## src/rtl/mode_guard_pkg.sv

```systemverilog
package mode_guard_pkg;

  // Outcome of one cycle of evaluation in the verdict register.
  typedef enum logic [1:0] {
    VERDICT_HOLD = 2'd0,
    VERDICT_PASS = 2'd1,
    VERDICT_FAIL = 2'd2
  } verdict_e;

endpackage

```

## src/rtl/mg_strobe_encoder.sv

```systemverilog
module mg_strobe_encoder #(
  parameter int NUM_MODES = 8,
  parameter int MODE_W    = 3
) (
  input  logic [NUM_MODES-1:0] strobe,
  output logic [MODE_W-1:0]    idx,
  output logic                 single,
  output logic                 multi
);

  logic [MODE_W-1:0][NUM_MODES-1:0] bitsel;

  // Each index bit is the OR of all strobe lines whose position has that bit set.
  for (genvar b = 0; b < MODE_W; b++) begin : g_bit
    for (genvar i = 0; i < NUM_MODES; i++) begin : g_line
      localparam int unsigned IV = i;
      assign bitsel[b][i] = strobe[i] && (((IV >> b) & 1) != 0);
    end
    assign idx[b] = |bitsel[b];
  end

  int unsigned hot;
  always_comb begin
    hot    = $countones(strobe);
    single = (hot == 1);
    multi  = (hot > 1);
  end

endmodule

```

## src/rtl/mg_heartbeat.sv

```systemverilog
module mg_heartbeat #(
  parameter int LIMIT = 900000,
  parameter int CW    = $clog2(LIMIT + 1)
) (
  input  logic clk,
  input  logic rst_n,
  input  logic reload,
  output logic alive
);

  logic [CW-1:0] cnt_q;

  always_ff @(posedge clk or negedge rst_n) begin
    if (!rst_n)             cnt_q <= '0;
    else if (reload)        cnt_q <= CW'(LIMIT);
    else if (cnt_q != '0)   cnt_q <= cnt_q - 1'b1;
  end

  assign alive = (cnt_q != '0);

  AST_CNT_BOUND: assert property (@(posedge clk) disable iff (!rst_n)
    cnt_q <= CW'(LIMIT));

  AST_RELOAD_ALIVE: assert property (@(posedge clk) disable iff (!rst_n)
    reload |=> alive);

endmodule

```

## src/rtl/mg_tod_track.sv

```systemverilog
module mg_tod_track #(
  parameter int TOD_W = 24
) (
  input  logic             clk,
  input  logic             rst_n,
  input  logic             frame_valid,
  input  logic [TOD_W-1:0] tod,
  output logic             fresh
);

  logic [TOD_W-1:0] ref_q;
  logic             have_ref_q;

  always_ff @(posedge clk or negedge rst_n) begin
    if (!rst_n) begin
      ref_q      <= '0;
      have_ref_q <= 1'b0;
    end else if (frame_valid) begin
      ref_q      <= tod;
      have_ref_q <= 1'b1;
    end
  end

  assign fresh = have_ref_q && (tod != ref_q);

  AST_STALE_REJECT: assert property (@(posedge clk) disable iff (!rst_n)
    frame_valid && $past(frame_valid) && (tod == $past(tod)) |-> !fresh);

endmodule

```

## src/rtl/mode_agree_guard.sv

```systemverilog
module mode_agree_guard
  import mode_guard_pkg::*;
#(
  parameter int NUM_MODES  = 8,
  parameter int TOD_W      = 24,
  parameter int CLK_KHZ    = 100000,
  parameter int TIMEOUT_US = 9000,
  parameter int MODE_W     = (NUM_MODES > 1) ? $clog2(NUM_MODES) : 1
) (
  input  logic                 clk,
  input  logic                 rst_n,
  input  logic [NUM_MODES-1:0] ev_strobe,
  input  logic                 dl_valid,
  input  logic [MODE_W-1:0]    dl_mode,
  input  logic [TOD_W-1:0]     dl_tod,
  output logic                 mode_ok,
  output logic [MODE_W-1:0]    mode_out
);

  localparam int LIMIT = CLK_KHZ * TIMEOUT_US / 1000;

  logic [MODE_W-1:0] enc_idx;
  logic              enc_single;
  logic              enc_multi;
  logic              hb_alive;
  logic              tod_fresh;

  mg_strobe_encoder #(.NUM_MODES(NUM_MODES), .MODE_W(MODE_W)) u_enc (
    .strobe (ev_strobe),
    .idx    (enc_idx),
    .single (enc_single),
    .multi  (enc_multi)
  );

  mg_heartbeat #(.LIMIT(LIMIT)) u_hb (
    .clk    (clk),
    .rst_n  (rst_n),
    .reload (enc_single),
    .alive  (hb_alive)
  );

  mg_tod_track #(.TOD_W(TOD_W)) u_tod (
    .clk         (clk),
    .rst_n       (rst_n),
    .frame_valid (dl_valid),
    .tod         (dl_tod),
    .fresh       (tod_fresh)
  );

  // Event-side mode as last announced by a single strobe.
  logic [MODE_W-1:0] ev_mode_q;
  logic              ev_live_q;

  always_ff @(posedge clk or negedge rst_n) begin
    if (!rst_n) begin
      ev_mode_q <= '0;
      ev_live_q <= 1'b0;
    end else if (enc_single) begin
      ev_mode_q <= enc_idx;
      ev_live_q <= 1'b1;
    end else if (enc_multi) begin
      ev_live_q <= 1'b0;
    end
  end

  verdict_e verdict;
  logic     agree;

  always_comb begin
    agree = ev_live_q && (dl_mode == ev_mode_q);
    if (!hb_alive || enc_multi)  verdict = VERDICT_FAIL;
    else if (dl_valid)           verdict = (agree && tod_fresh) ? VERDICT_PASS : VERDICT_FAIL;
    else                         verdict = VERDICT_HOLD;
  end

  always_ff @(posedge clk or negedge rst_n) begin
    if (!rst_n) begin
      mode_ok  <= 1'b0;
      mode_out <= '0;
    end else begin
      case (verdict)
        VERDICT_PASS: begin
          mode_ok  <= 1'b1;
          mode_out <= dl_mode;
        end
        VERDICT_FAIL: mode_ok <= 1'b0;
        default:      ;
      endcase
    end
  end

  AST_TIMEOUT_CLEARS: assert property (@(posedge clk) disable iff (!rst_n)
    !hb_alive |=> !mode_ok);

  AST_MULTI_CLEARS: assert property (@(posedge clk) disable iff (!rst_n)
    enc_multi |=> !mode_ok);

  AST_MISMATCH_CLEARS: assert property (@(posedge clk) disable iff (!rst_n)
    dl_valid && ev_live_q && (dl_mode != ev_mode_q) |=> !mode_ok);

  AST_MODE_HELD: assert property (@(posedge clk) disable iff (!rst_n)
    !dl_valid |=> $stable(mode_out));

  AST_RISE_ON_FRAME: assert property (@(posedge clk) disable iff (!rst_n)
    $rose(mode_ok) |-> $past(dl_valid));

endmodule

```

## config.mk

```make
export PLATFORM = sky130hd
export DESIGN_NAME = mode_agree_guard
export DESIGN_NICKNAME = d
export VERILOG_FILES = /design/src/rtl/mode_guard_pkg.sv /design/src/rtl/mg_strobe_encoder.sv /design/src/rtl/mg_heartbeat.sv /design/src/rtl/mg_tod_track.sv /design/src/rtl/mode_agree_guard.sv
export SDC_FILE = /design/constraint.sdc
export NUM_CORES = 1
export LEC_CHECK = 0
export BUFFER_PORTS_ARGS = -buffer_cell sky130_fd_sc_hd__buf_2
export CORE_MARGIN = 3
export CORE_UTILIZATION = 40
export CTS_CLUSTER_SIZE = 40
export DETAILED_ROUTE_END_ITERATION = 10
export PLACE_DENSITY_LB_ADDON = 0.05
export SYNTH_ARGS = -nofsm -noshare
export SYNTH_HDL_FRONTEND = slang
export SYNTH_SLANG_ARGS = --single-unit
```

## constraint.sdc

```tcl
create_clock -name clk -period 4.1 [get_ports clk]
set_input_delay 0.205 -clock clk [delete_from_list [all_inputs] [get_ports clk]]
set_output_delay 0.205 -clock clk [all_outputs]
set_load 0.01 [all_outputs]
```

==> results of run 1 <==
==> through the flow <==
step | total power [mW] | hold slack [ns] | instance area, um2
after floorplan | 0.956 | -0.0906 | 2870
after global placement | 1.06 | 0.381 | 3190
after detailed placement | 1.07 | 0.374 | 3190
after CTS | 1.37 | 0.0316 | 3280
after global routing | 1.45 | 0.0649 | 3280
final | 1.34 | 0.00733 | 3280
==> sequential cells by signal (all words and copies together), names as in the netlist <==
register,cells
ev_live_q,1
ev_mode_q,3
mode_ok,1
mode_out,3
u_hb.cnt_q,20
u_tod.have_ref_q,1
u_tod.ref_q,24
==> path summary, 6_finish.rpt <==
kind | start | end | slack [ns]
worst min-delay path | rst_n | u_tod.ref_q[4] | 0.007
worst max-delay path | ev_strobe[5] | mode_out[0] | 0.26
worst min register to register | u_tod.have_ref_q | u_tod.have_ref_q | 0.50
min in group clk | dl_tod[16] | u_tod.ref_q[16] | 0.15
worst max register to register | u_hb.cnt_q[0] | mode_out[0] | 1.43
max in group asynchronous | rst_n | ev_mode_q[0] | 3.65
==> cells in the final DEF, fill, tap and decap left out, types with 6 or more instances in the layout <==
cell,instances
o21ai_0,13
xor2_1,17
dfrtp_1,53
a21oi_1,6
nand2_1,18
buf_2,41
nor4_1,6
xnor2_1,19
inv_1,16
nor2_1,21
mux2_2,27
ha_1,7
==> report_power, final <==
group | total (mW) | internal, mW | leakage [nW] | switching, mW
clock network | 0.291 | 0.121 | 0.0374 | 0.171
registers | 0.679 | 0.607 | 0.606 | 0.0715
logic | 0.371 | 0.180 | 0.739 | 0.191
total | 1.34 | 0.908 | 1.38 | 0.433
==> critical path: stages <==
cell and delay (ns):
buf_2 0.11, inv_1 0.04, ha_1 0.26, inv_1 0.04
fa_1 0.49, fa_1 0.43, fa_1 0.41, fa_1 0.40
nand2b_1 0.16, o31ai_1 0.37, nand2_1 0.12, nor2_1 0.21
and3_1 0.20, ha_1 0.23, mux2_2 0.36
==> cell families after synthesis <==
kind of cell | after synthesis
DFF | 53
adders and majority gates | 11
muxes | 28
buffers and inverters | 23
xor gates and xnor gates | 36
AOI/OAI and AO/OA | 32
and+or+nand+nor | 84
==> final cells by class <==
| class | instances | area share |
|---|---|---|
| Inverter | 16 | 0.0183 |
| Clock buffer | 6 | 0.0221 |
| Tap cell | 96 | 0.0366 |
| Timing Repair Buffer | 45 | 0.0717 |
| Multi-Input combinational cell | 191 | 0.442 |
| Clock inverter | 2 | 0.00458 |
| Sequential cell | 53 | 0.404 |
==> per-layer routing <==
metal	up-vias	track usage	share of wire	wire, um
li1	1020	-	-	-
met1	933	0.195	0.51	2690
met2	27	0.211	0.44	2330
met3	4	0.0308	0.032	169
met4	0	0.0395	0.0092	48
met5	-	0	0	0
==> flow_summary_export.csv, run 1 <==
group,metric,value,unit
floorplanning,die_h,90.7,um
final_layout,final_util,0.478,
logic_synthesis,synth-simple-area-share,0.163,
global_route,grt_pass1_wl,9340,um
cts,cts_buffers,5,
cts,cts_root_buffer,"clkbuf_8",
floorplanning,dieArea,8220,um2
sta,tightestPinTransition,0.662,ns
logic_synthesis,syn_inst,267,
drt,wl,5230,um
logic_synthesis,yosys_warnings,0,
final_layout,area_growth,14.4,%
cts,clkSlewWorstSetupHoldPaths,0.09,ns
final_layout,n_antenna_cell,0,
global_route,grt_usage,0.138,
run_status,status,"complete, no violations",
power_and_ir_drop,pwr_density_cell,409,nW/um2
floorplanning,initial_core_util,0.417,
sta,max-slew-margin-rel,0.559,
logic_synthesis,synth-seq-cells,53,
worst_setup_path,cp-start-kind,"primary input",
cts,cts_tree,"built",
logic_synthesis,synth_ff_type,"dfrtp_1",
logic_synthesis,synthesis.area,2870,um2
logic_synthesis,synth_edf_count,0,
final_layout,finalNonFillerCells,409,
final_layout,ff_latch_area,1330,um2
drt,ant_nets,0,
sta,setup_tns,0,ns
sta,period_needed,3.84,ns
final_layout,multi_input_area,1450,um2
place,place_inst,401,
logic_synthesis,synth_top_family_by_area,"simple AND/OR/NAND/NOR gates",
sta,fin_crit_sh,0.938,
global_route,gr-total-overflow,0,
logic_synthesis,synth.top_cell.area_share,0.463,
drt,drt-initial-drc-count,61,
logic_synthesis,syn-num-nets,316,
drt,avgRoutedWirePerCell,12.8,um
logic_synthesis,synthAdderAreaFrac,0.0585,
floorplanning,core,6870,um2
logic_synthesis,synth_cell_types,41,
sta,finalWorstSetupSlack,0.256,ns
sta,drv_slew,0,
drt,drcViolationCount,0,
cts,hold_buffers,0,
logic_synthesis,synth-compound-area-share,0.0655,
floorplanning,rows,30,
logic_synthesis,yosysSeqAreaShare,0.463,
logic_synthesis,muxShareOfSynthArea,0.110,
worst_setup_path,cp.arrival,4.03,ns
power_and_ir_drop,vdd_drop_max,0.317,mV
final_layout,fillers,661,
logic_synthesis,synth_area_leader_cell,"dfrtp_1",
sta,grt_setup_unrepaired,"false",
sta,setup_viol,0,
cts,cts_resized,0,
cts,clockBufferDepth,2,
worst_setup_path,crit_required,4.29,ns
logic_synthesis,synth.top_cells.by_area,"dfrtp_1, mux2_2, xnor2_1, xor2_1, ha_1",
drt,vias,1984,
min_path,hold_path_class,"primary input to asynchronous set/reset pin",
sta,skew,0.00659,ns
global_route,antenna_found_initial,0,
cts,worstSkewPairLatency,0.30,ns
worst_setup_path,worstRegToRegCells,9,
global_route,grt_pass1_vias,2016,
logic_synthesis,synth.top_cells.by_count,"dfrtp_1, mux2_2, nor2_1, xnor2_1, nand2_1",
sta,max_freq,0.260,GHz
drt,drtPass1Iterations,4,
worst_setup_path,critPathMaxFanout,4,
worst_setup_path,worstSetupPathType,"primary input to flop",
place,dp_hpwl,3900,um
place,gp_congestion,0.751,
logic_synthesis,yosysMostFrequentCell,"dfrtp_1",
sta,report.final.hold_viol_count,0,
cts,htree_levels,2,
job,cap_violations,0,
place,io_buffers,41,
power_and_ir_drop,power_leakage,1.38,nW
floorplanning,ios,42,
final_layout,finalNetCount,361,
floorplanning,die_w,90.7,um
drt,avgViaCountPerCell,4.85,
place,pre_cts_ws,-0.0493,ns
cts,clkSinkCount,53,
final_layout,layout-drive-gt1-share,0.268,
global_route,grt_max_degree,54,
logic_synthesis,synth.avg_cell_area,10.7,um2
worst_setup_path,endpoint_kind,"flop",
logic_synthesis,async_flop_share,1.00,
cts,postCtsSetupRepairBufs,0,
logic_synthesis,yosys.area_share.xor_xnor,0.110,
Power figures use the tool's default switching activity.
==> run 2: changes to the inputs <==
CORE_MARGIN = 5   (was 3)
==> flow_summary_export.csv, run 2 (same netlist as run 1, synthesis figures left out) <==
group,metric,value,unit
run_status,status,"complete, no violations",
floorplanning,rows,30,
power_and_ir_drop,vdd_drop_max,0.211,mV
cts,cts_tree,"built",
global_route,grt_pass1_vias,1932,
final_layout,area_growth,14.5,%
power_and_ir_drop,p_switching,435,uW
cts,htree_levels,2,
sta,setup_tns,0,ns
sta,tightestPinTransition,0.673,ns
sta,skew,0.00667,ns
worst_setup_path,cp-start-kind,"primary input",
min_path,hold_path_class,"primary input to asynchronous set/reset pin",
final_layout,layout-drive-gt1-share,0.272,
final_layout,reg_top3,"u_tod.ref_q (24), u_hb.cnt_q (20)",
drt,ant_nets,0,
global_route,grt_pass1_wl,8850,um
floorplanning,core,6870,um2
place,placed_area,3190,um2
worst_setup_path,worstRegToRegCells,9,
power_and_ir_drop,p_int,909,uW
global_route,grt.busiest_layer,"met2",
drt,avgViaCountPerCell,4.89,
sta,max-slew-margin-rel,0.551,
sta,setup_viol,0,
drt,avgRoutedWirePerCell,12.8,um
worst_setup_path,endpoint_kind,"flop",
cts,clkSinkCount,53,
cts,cts_buffers,5,
power_and_ir_drop,p_clk_frac,0.221,
sta,fin_crit_sh,0.917,
place,gp_congestion,0.750,
cts,postCtsSetupRepairBufs,0,
power_and_ir_drop,p_comb_frac,0.273,
final_layout,largest_reg_flops,24,
final_layout,finalNetCount,361,
global_route,gr-total-overflow,0,
job,cap_violations,0,
cts,cts_resized,0,
worst_setup_path,crit_required,4.29,ns
worst_setup_path,critPathMaxFanout,4,
final_layout,largest-register,"u_tod.ref_q",
power_and_ir_drop,seqPwrFrac,0.505,
power_and_ir_drop,pwr_density_cell,409,nW/um2
global_route,grt_use_met2,0.207,
final_layout,final_util,0.478,
sta,period_needed,3.76,ns
drt,drt-initial-drc-count,36,
cts,hold_buffers,0,
drt,drcViolationCount,0,
power_and_ir_drop,power_leakage,1.39,nW
cts,cts_root_buffer,"clkbuf_8",
cts,clkSlewWorstSetupHoldPaths,0.09,ns
floorplanning,initial_core_util,0.417,
worst_setup_path,cp.arrival,3.96,ns
floorplanning,dieArea,8960,um2
place,place_inst,401,
worst_setup_path,worstSetupPathType,"primary input to flop",
floorplanning,die_h,94.7,um
global_route,grt_usage,0.125,
power_and_ir_drop,sw_frac_of_total,0.324,
global_route,use_met1,0.166,
cts,clockBufferDepth,2,
final_layout,n_antenna_cell,0,
floorplanning,die_w,94.7,um
global_route,grt_max_degree,54,
global_route,met3_usage,0.0255,
cts,worstSkewPairLatency,0.31,ns
final_layout,finalNonFillerCells,409,
final_layout,final_common_cell,"dfrtp_1",
drt,vias,2001,
place,io_buffers,41,
final_layout,design_area,3280,um2
final_layout,final_cell_mix,"dfrtp_1, buf_2, mux2_2",
global_route,antenna_found_initial,0,
sta,grt_setup_unrepaired,"false",
drt,wl,5230,um
floorplanning,ios,42,
sta,max_freq,0.266,GHz
sta,report.final.hold_viol_count,0,
sta,drv_slew,0,
place,dp_hpwl,3900,um
drt,drtPass1Iterations,4,
## run 2: per-stage QoR
step	hold slack, ns	setup WS (ns)	power (mW)
2_1_floorplan	-0.0906	0.370	0.956
3_3_place_gp	0.385	0.0799	1.06
3_5_place_dp	0.386	0.00503	1.06
4_1_cts	0.0485	0.336	1.37
5_1_grt	0.0820	0.134	1.46
6_report	0.00222	0.339	1.34
## run 2: critical path, cell delays in order
cell      delay, ns
buf_2          0.10
inv_1          0.04
ha_1           0.26
inv_1          0.05
fa_1           0.49
fa_1           0.43
fa_1           0.42
fa_1           0.39
nand2b_1       0.15
o31ai_1        0.33
nand2_1        0.11
nor2_1         0.22
and3_1         0.20
ha_1           0.21
mux2_2         0.34
## run 2: cell type report
class                   count  area [um2]
well taps                  96         120
flip-flops and latches     53        1330
multi-input cells         191        1450
clock inverters             3        21.3
fillers                   672        3590
inverters                  16        60.1
clock buffers               5        68.8
repair buffers             45         235
## run 2: final timing paths
path                                       start               end  slack, ns
worst max-delay path                ev_strobe[5]       mode_out[1]       0.34
worst min-delay path                       rst_n    u_hb.cnt_q[12]      0.002
worst max register to register     u_hb.cnt_q[0]       mode_out[1]       1.51
worst min register to register  u_tod.have_ref_q  u_tod.have_ref_q       0.50
max in group asynchronous                  rst_n       mode_out[1]       3.63
min in group clk                      dl_tod[14]   u_tod.ref_q[14]       0.15
## run 2: power by group through the flow
stage               registers, mW  clock network, mW  logic, mW
finish                      0.679              0.297      0.368
global route                0.695              0.338      0.426
CTS                         0.680              0.313      0.376
detailed placement          0.691                  0      0.373
global placement            0.690                  0      0.373
floorplan                   0.678                  0      0.279
## run 2: per-layer routing
layer / up-vias / wire length, um
met5: - / 0
met4: 0 / 50
met3: 5 / 177
met2: 26 / 2480
met1: 957 / 2530
li1: 1013 / -
